==> src/rtl/sram_ctrl_pkg.sv <==
package sram_ctrl_pkg;

    typedef enum logic [2:0] {
        ST_IDLE     = 3'd0,
        ST_RD_WAIT  = 3'd1,
        ST_RD_TURN  = 3'd2,
        ST_WR_SETUP = 3'd3,
        ST_WR_PULSE = 3'd4,
        ST_WR_HOLD  = 3'd5
    } ctrl_state_t;

    // cycles needed to cover a delay, never below one
    function automatic int unsigned cycles_for(input int unsigned delay_ps,
                                               input int unsigned clk_ps);
        int unsigned c;
        c = (delay_ps + clk_ps - 1) / clk_ps;
        return (c < 1) ? 1 : c;
    endfunction

endpackage

==> src/rtl/sram_lane_timer.sv <==
module sram_lane_timer #(
    parameter int unsigned CYCLES = 2
) (
    input  logic clk,
    input  logic rst_n,
    input  logic load,
    output logic done
);
    localparam int unsigned CW = (CYCLES > 1) ? $clog2(CYCLES) : 1;
    localparam logic [CW-1:0] LAST = CW'(CYCLES - 1);

    logic [CW-1:0] remain;

    always_ff @(posedge clk) begin
        if (!rst_n)
            remain <= '0;
        else if (load)
            remain <= LAST;
        else if (remain != '0)
            remain <= remain - 1'b1;
    end

    assign done = (remain == '0);
endmodule

==> src/rtl/sram_lane_merge.sv <==
module sram_lane_merge #(
    parameter int unsigned LANES = 2
) (
    input  logic [LANES*8-1:0] raw,
    input  logic [LANES-1:0]   use_lane,
    output logic [LANES*8-1:0] merged
);
    for (genvar g = 0; g < LANES; g++) begin : g_lane
        assign merged[g*8 +: 8] = use_lane[g] ? raw[g*8 +: 8] : 8'h00;
    end
endmodule

==> src/rtl/sram_lane_ctrl.sv <==
module sram_lane_ctrl
    import sram_ctrl_pkg::*;
#(
    parameter int unsigned ADDR_W    = 18,
    parameter int unsigned DATA_W    = 16,
    parameter int unsigned CLK_PS    = 10000,
    parameter int unsigned ACCESS_PS = 15000
) (
    input  logic                   clk,
    input  logic                   rst_n,
    input  logic                   req_valid,
    output logic                   req_ready,
    input  logic                   req_write,
    input  logic [ADDR_W-1:0]      req_addr,
    input  logic [DATA_W-1:0]      req_wdata,
    input  logic [DATA_W/8-1:0]    req_mask,
    output logic                   rsp_valid,
    output logic [DATA_W-1:0]      rsp_rdata,
    output logic [ADDR_W-1:0]      mem_addr,
    output logic                   mem_ce_n,
    output logic                   mem_we_n,
    output logic                   mem_oe_n,
    output logic                   mem_ub_n,
    output logic                   mem_lb_n,
    output logic [DATA_W-1:0]      mem_dq_out,
    output logic                   mem_dq_oe,
    input  logic [DATA_W-1:0]      mem_dq_in
);
    localparam int unsigned LANES   = DATA_W / 8;
    localparam int unsigned ACC_CYC = cycles_for(ACCESS_PS, CLK_PS);

    ctrl_state_t state, state_nx;
    logic [ADDR_W-1:0] addr_q;
    logic [DATA_W-1:0] wdata_q, rdata_q, merged;
    logic [LANES-1:0]  mask_q;
    logic              rsp_q;
    logic              accept, tmr_load, tmr_done, active;
    logic [LANES-1:0]  lane_n;

    assign accept   = req_valid && (state == ST_IDLE);
    assign tmr_load = (accept && !req_write) || (state == ST_WR_SETUP);

    sram_lane_timer #(.CYCLES(ACC_CYC)) u_timer (
        .clk  (clk),
        .rst_n(rst_n),
        .load (tmr_load),
        .done (tmr_done)
    );

    sram_lane_merge #(.LANES(LANES)) u_merge (
        .raw     (mem_dq_in),
        .use_lane(mask_q),
        .merged  (merged)
    );

    // next-state logic
    always_comb begin
        state_nx = state;
        unique case (state)
            ST_IDLE:     if (accept) state_nx = req_write ? ST_WR_SETUP : ST_RD_WAIT;
            ST_RD_WAIT:  if (tmr_done) state_nx = ST_RD_TURN;
            ST_RD_TURN:  state_nx = ST_IDLE;
            ST_WR_SETUP: state_nx = ST_WR_PULSE;
            ST_WR_PULSE: if (tmr_done) state_nx = ST_WR_HOLD;
            ST_WR_HOLD:  state_nx = ST_IDLE;
            default:     state_nx = ST_IDLE;
        endcase
    end

    // state and request registers
    always_ff @(posedge clk) begin
        if (!rst_n) begin
            state   <= ST_IDLE;
            addr_q  <= '0;
            wdata_q <= '0;
            mask_q  <= '0;
            rdata_q <= '0;
            rsp_q   <= 1'b0;
        end else begin
            state <= state_nx;
            rsp_q <= (state == ST_RD_WAIT) && tmr_done;
            if (accept) begin
                addr_q  <= req_addr;
                wdata_q <= req_wdata;
                mask_q  <= req_mask;
            end
            if ((state == ST_RD_WAIT) && tmr_done)
                rdata_q <= merged;
        end
    end

    // output decode
    always_comb begin
        active    = 1'b0;
        mem_ce_n  = 1'b1;
        mem_we_n  = 1'b1;
        mem_oe_n  = 1'b1;
        mem_dq_oe = 1'b0;
        req_ready = 1'b0;
        unique case (state)
            ST_IDLE:     req_ready = 1'b1;
            ST_RD_WAIT:  begin active = 1'b1; mem_ce_n = 1'b0; mem_oe_n = 1'b0; end
            ST_RD_TURN:  ;
            ST_WR_SETUP: begin active = 1'b1; mem_ce_n = 1'b0; mem_dq_oe = 1'b1; end
            ST_WR_PULSE: begin active = 1'b1; mem_ce_n = 1'b0; mem_dq_oe = 1'b1; mem_we_n = 1'b0; end
            ST_WR_HOLD:  begin active = 1'b1; mem_ce_n = 1'b0; mem_dq_oe = 1'b1; end
            default:     ;
        endcase
        lane_n = active ? ~mask_q : '1;
    end

    assign mem_lb_n   = lane_n[0];
    assign mem_ub_n   = lane_n[LANES-1];
    assign mem_addr   = addr_q;
    assign mem_dq_out = wdata_q;
    assign rsp_valid  = rsp_q;
    assign rsp_rdata  = rdata_q;

    // checks beside the logic
    assert_busy_after_accept_R2: assert property (@(posedge clk) disable iff (!rst_n)
        (req_valid && req_ready) |=> !req_ready);
    assert_addr_steady_R3: assert property (@(posedge clk) disable iff (!rst_n)
        (!mem_we_n) |-> $stable(mem_addr));
    assert_we_rise_inside_ce_R3: assert property (@(posedge clk) disable iff (!rst_n)
        $rose(mem_we_n) |-> (!mem_ce_n && mem_dq_oe));
    assert_rsp_single_R5: assert property (@(posedge clk) disable iff (!rst_n)
        rsp_valid |=> !rsp_valid);
    assert_turnaround_R7: assert property (@(posedge clk) disable iff (!rst_n)
        (!mem_oe_n) |=> !mem_dq_oe);
    assert_strobe_excl_R9: assert property (@(posedge clk) disable iff (!rst_n)
        !(!mem_we_n && !mem_oe_n));
endmodule

==> config.mk <==
export PLATFORM = sky130hd
export DESIGN_NAME = sram_lane_ctrl
export DESIGN_NICKNAME = d
export VERILOG_FILES = /design/src/rtl/sram_ctrl_pkg.sv /design/src/rtl/sram_lane_timer.sv /design/src/rtl/sram_lane_merge.sv /design/src/rtl/sram_lane_ctrl.sv
export SDC_FILE = /design/constraint.sdc
export NUM_CORES = 1
export LEC_CHECK = 0
export BUFFER_PORTS_ARGS = -buffer_cell sky130_fd_sc_hd__buf_4
export CAP_MARGIN = 15
export CELL_PAD_IN_SITES_DETAIL_PLACEMENT = 1
export CELL_PAD_IN_SITES_GLOBAL_PLACEMENT = 2
export CORE_MARGIN = 10
export CORE_UTILIZATION = 26
export DETAILED_ROUTE_END_ITERATION = 12
export PLACE_DENSITY = 0.86
export SLEW_MARGIN = 20
export SYNTH_ARGS = -nofsm -noshare
export SYNTH_HDL_FRONTEND = slang
export SYNTH_SLANG_ARGS = --single-unit
==> constraint.sdc <==
create_clock -name clk -period 3.8 [get_ports clk]
set_input_delay 0.76 -clock clk [delete_from_list [all_inputs] [get_ports clk]]
set_output_delay 0.76 -clock clk [all_outputs]
set_load 0.05 [all_outputs]
Word level (Yosys, flattened, before mapping)
Cells that the tools add are included.
- register bits after elaboration: 57
- input bits: 56
- output and inout port bits: 58
- word-level logic and storage cells: 42
- $add $sub $neg: 1
- eq/ne operators: 7
- mux-type cells: 16
- bitwise logic cells: 2
- reduce and logical (&&, ||, !) cells: 9
- operator list (operator ; count):
    2-to-1 mux 8 bit ; 2
    case mux 3 bit (4 select lines) ; 1
    2-to-1 mux 3 bit ; 3
    2-to-1 mux 1 bit ; 8
    equality test 3 bit (second input constant) ; 2
    != test 2 bit (second input constant) ; 3
    2-to-1 mux 2 bit ; 2
    OR reduction 4 bit ; 1
    equality test 3 x 1 -> 1 bit (second input constant) ; 1
    equality test 3 x 2 -> 1 bit (second input constant) ; 1
    logical AND 1 bit ; 3
    zero test 3 bit ; 1
    AND reduction 3 bit ; 1
    OR reduction 3 bit ; 1
    inverter 2 bit ; 1
    zero test 1 bit ; 1
    logical OR 1 bit ; 1
    inverter 1 bit ; 1
    subtractor 1 bit (second input constant) ; 1

Logic depth before layout (Yosys ltp)
- word-level depth: 5
- gate-level depth with buffers: 5
- gate-level depth less buffers: 3

Modules after synthesis
Synthesis repeated with hierarchy kept, for this count alone.
- cell total of the unflattened synthesis: 277
- area total of the unflattened synthesis: 2496.1 um^2
- by module, submodules not included (module ; instances ; cells an instance ; area an instance (um^2) ; sequential area each (um^2)):
    sram_lane_ctrl ; 1 ; 258 ; 2366.0 ; 1121.1
    sram_lane_merge ; 1 ; 16 ; 100.1 ; 0.0
    sram_lane_timer ; 1 ; 3 ; 30.0 ; 20.0

Least setup slack after synthesis
Ideal clock, no wire load.
- path kind: flip-flop to output port
- from: register state[0]
- to: output port req_ready
- arrival time: 1529 ps
- data required time: 3040 ps
- path slack: 1511 ps
- cell stages (with the launch flop): 3
- path buffers: 1
- path through: dfxtp_1 buf_4 nor3_1
- cells in the longest elaborated chain, start to end: 2
- RTL lines (item ; line ; text):
    start, declared ; sram_lane_ctrl.sv:32 ; ctrl_state_t state, state_nx;
    start signal, assigned ; sram_lane_ctrl.sv:80 ; state <= state_nx;
    zero test 3 bit ; sram_lane_ctrl.sv:100 ; unique case (state)
    2-to-1 mux 1 bit ; sram_lane_ctrl.sv:100 ;
    end, declared ; sram_lane_ctrl.sv:12 ; output logic req_ready,
No other way between the ends.

Worst setup path after layout
- from: register state[2]
- to: output port mem_lb_n
- cells in the longest elaborated chain, start to end: 4
- elaborated cells between the ends (all ways): 7
- those cells by class: 4 x eq/ne; 2 x mux; 1 x reduce/logical
- RTL lines (item ; line ; text):
    equality test 3 x 2 -> 1 bit, or another cell as far along ; sram_lane_ctrl.sv:100 ;
    OR reduction 4 bit (no line) * ; -- ;
    2-to-1 mux 1 bit * ; sram_lane_ctrl.sv:100 ;
    2-to-1 mux 2 bit * ; sram_lane_ctrl.sv:109 ; lane_n = active ? ~mask_q : '1;
    end, declared ; sram_lane_ctrl.sv:24 ; output logic mem_lb_n,
Every way passes the cells marked *; elsewhere a longest branch is shown, timed or not.

==> run metrics <==
status=complete, no violations; register area share after synthesis=0.5416; HPWL Detailed=5150 µm; largest stage delay on the critical path=0.53 ns; clk slew on worst S/H paths=0.07 ns; DR WL/cell=15.55 µm; fin util=0.4059; FP Rows=32; H-tree level count=3; PD cells=496.7 mW/mm²; CP top delay family=flip-flops; fraction of layout cells with a size suffix above 1=0.3959; # DRC=0; Clock Tree Buf Depth=2; Core Region=0.007807 mm²; Max VDD drop=228.5 µV; initial antenna violation count=0; die height=110.0 µm; initial cell density of the core=0.2699; root buffer cell=clkbuf_8; syn_nets=286; GRT Residual Overflow=0; flop2flop setup slack=2.16 ns; Initial DRT Pass Iterations=4; Mapped Cells=230; ant diodes=0; post-cts repair resize count=0; GRT met2 Usage=0.1736; fillers=947; Area growth syn-to-layout=50.42%; vias per std cell=4.546; # IOs=114; GRT busiest layer=met2; Worst Setup End Kind=primary output; crit path buf inv count=1; Routed Antenna Nets=0; Mapped Area=0.002107 mm²; Worst Tran Pin Value=0.7314 ns; Final Setup Violations=0; Slew headroom=0.5124; MaxCap Viol Count=0; YS warnings=0; Avg Inst Size Synth=9.161 µm²; CTS buffer count=9; total track usage=0.1126; Iter 0 DRT Violations=45; slowest stage cell on the critical path=dfxtp_1; crit path DAT=1.53 ns; setup TNS=0 ns; chip width=110.0 µm; Hold Crit Class=flop to flop; LEAKAGE=1.374 nW; cell mode on critical path=nand2_1; Clock Skews=0.006162 ns; M1 GR Usage=0.1308; routed vias=2014; Synth Register Bits=57; Worst setup SP type=flop; final WL=6888 µm; cts hold-fix bufs=0; RSZ-0062 raised after global routing=false; min cycle time layout=2.289 ns; DIE AREA=0.01210 mm²; achievable clock frequency=0.4369 GHz; Clock Sinks=57; final hold viol count=0; Req. time, crit path=3.04 ns; first-pass GRT wire length=10710 µm; met3 Usage GRT=0.06152; TritonCTS clock tree=done; Setup Crit Path Kind=flop to primary output; CP cell instances=nand2b_1 > nand2_1 > nand2_1 > buf_4; clock latency on the worst-skew pair=0.33 ns; largest net degree at the start of global routing=78; nets@finish=392; GP Congestion=0.7297; Final period util=0.6024; max-slew violation count=0; Post-CTS Setup Bufs=0; number of global-route vias before repair=2093; Port Buffers=113; distinct cell type count after synthesis=26; worst-path maximum fanout=9
==> area by class of cell <==
cell class | instances | area, µm² | area share
clock buffers | 9 | 123.9 | 0.03908
clock inverters | 7 | 71.32 | 0.02250
inverters | 1 | 3.754 | 0.001184
multi-input cells | 152 | 838.3 | 0.2645
flip-flops and latches | 57 | 1141 | 0.3600
well taps | 102 | 127.6 | 0.04027
repair buffers | 115 | 863.3 | 0.2724
==> synthesized netlist by cell type <==
master	count	area [µm²]
nor2_1	2	7.510
a22o_1	16	140.1
and4_1	1	8.760
clkbuf_2	3	15.01
dfxtp_1	57	1141
a21oi_1	2	10.01
a21boi_1	1	7.510
nor4b_1	1	8.760
clkbuf_1	7	26.28
nand3b_1	2	15.01
buf_6	5	56.30
buf_4	2	15.01
a2111oi_0	1	8.760
a21boi_0	1	7.510
buf_2	3	15.01
nor4b_4	2	47.55
nor3b_1	1	7.510
nor3_1	2	10.01
nand2_1	42	157.7
or2_2	1	6.260
o21ai_0	29	145.1
inv_1	1	3.750
nor2b_1	1	6.260
nand2b_1	4	25.02
o21ai_1	7	35.03
nand3_1	36	180.2
==> flip-flops by register name (all words and copies together), names as in the netlist <==
register        flops
rsp_valid           1
rsp_rdata          16
mem_dq_out         16
state               3
mem_addr           18
u_timer.remain      1
mask_q              2
==> metrics by stage <==
step | hold slack, ns | setup slack (ns) | cell area (µm²) | power, W | std cells
floorplan | 0.4452 | 1.511 | 2107 | 0.0009169 | 230
global placement | 0.4365 | 1.443 | 2970 | 0.001035 | 427
detailed placement | 0.4464 | 1.349 | 2970 | 0.001042 | 427
CTS | 0.4574 | 1.448 | 3166 | 0.001609 | 443
global route | 0.4756 | 1.349 | 3169 | 0.001659 | 443
finish | 0.4541 | 1.511 | 3169 | 0.001574 | 443
==> report_power, final <==
| group | total, W | switching, W | internal (W) |
|---|---|---|---|
| sequential | 0.000665 | 0.0000272 | 0.000637 |
| combinational | 0.000358 | 0.000241 | 0.000117 |
| clock | 0.000552 | 0.000251 | 0.000301 |
| total | 0.00157 | 0.000519 | 0.00106 |
==> layout by cell type (no fill, tap or decap) <==
master | synthesis | final
clkinvlp_4 | 0 | 3
clkinv_2 | 0 | 2
a22o_1 | 16 | 16
nand2_1 | 42 | 42
clkbuf_8 | 0 | 9
o21ai_1 | 7 | 7
nor4b_1 | 1 | 1
bufinv_16 | 0 | 1
and4_1 | 1 | 1
o21ai_0 | 29 | 29
nand2b_1 | 4 | 4
a21boi_2 | 0 | 1
nand3_1 | 36 | 36
a21boi_0 | 1 | 1
dfxtp_1 | 57 | 57
inv_1 | 1 | 1
nor3b_1 | 1 | 1
nor3_1 | 2 | 2
nor4b_4 | 2 | 2
clkinv_4 | 0 | 1
nand3b_1 | 2 | 2
buf_4 | 2 | 115
or2_2 | 1 | 1
nor2_1 | 2 | 2
a2111oi_0 | 1 | 1
nor2b_1 | 1 | 1
a21oi_1 | 2 | 2
==> logic make-up after synthesis <==
family                 synth area share
DFF                              0.5416
AOI/OAI and AO/OA                0.1681
buffers and inverters           0.06234
and+or+nand+nor                  0.2280
==> worst reg2reg max path, stage by stage (launching register included) <==
cell     delay [ns]
dfxtp_1        0.42
nor4b_4        0.31
buf_4          0.56
o21ai_0        0.21
==> per-layer routing <==
metal	routed length [µm]	share of wire	vias up
met4	61	0.0089	0
li1	-	-	1013
met5	0	0	-
met2	3083	0.45	80
met3	782	0.11	7
met1	2961	0.43	914
==> path summary, 6_finish.rpt <==
kind	cells past startpoint	start	endpoint
max	4	state[2]	mem_lb_n
min	2	mem_dq_out[3]	mem_dq_out[3]
min reg2reg	2	mem_dq_out[3]	mem_dq_out[3]
max reg2reg	3	state[2]	mem_dq_out[1]
No activity file was read; power rests on OpenSTA's default activity.
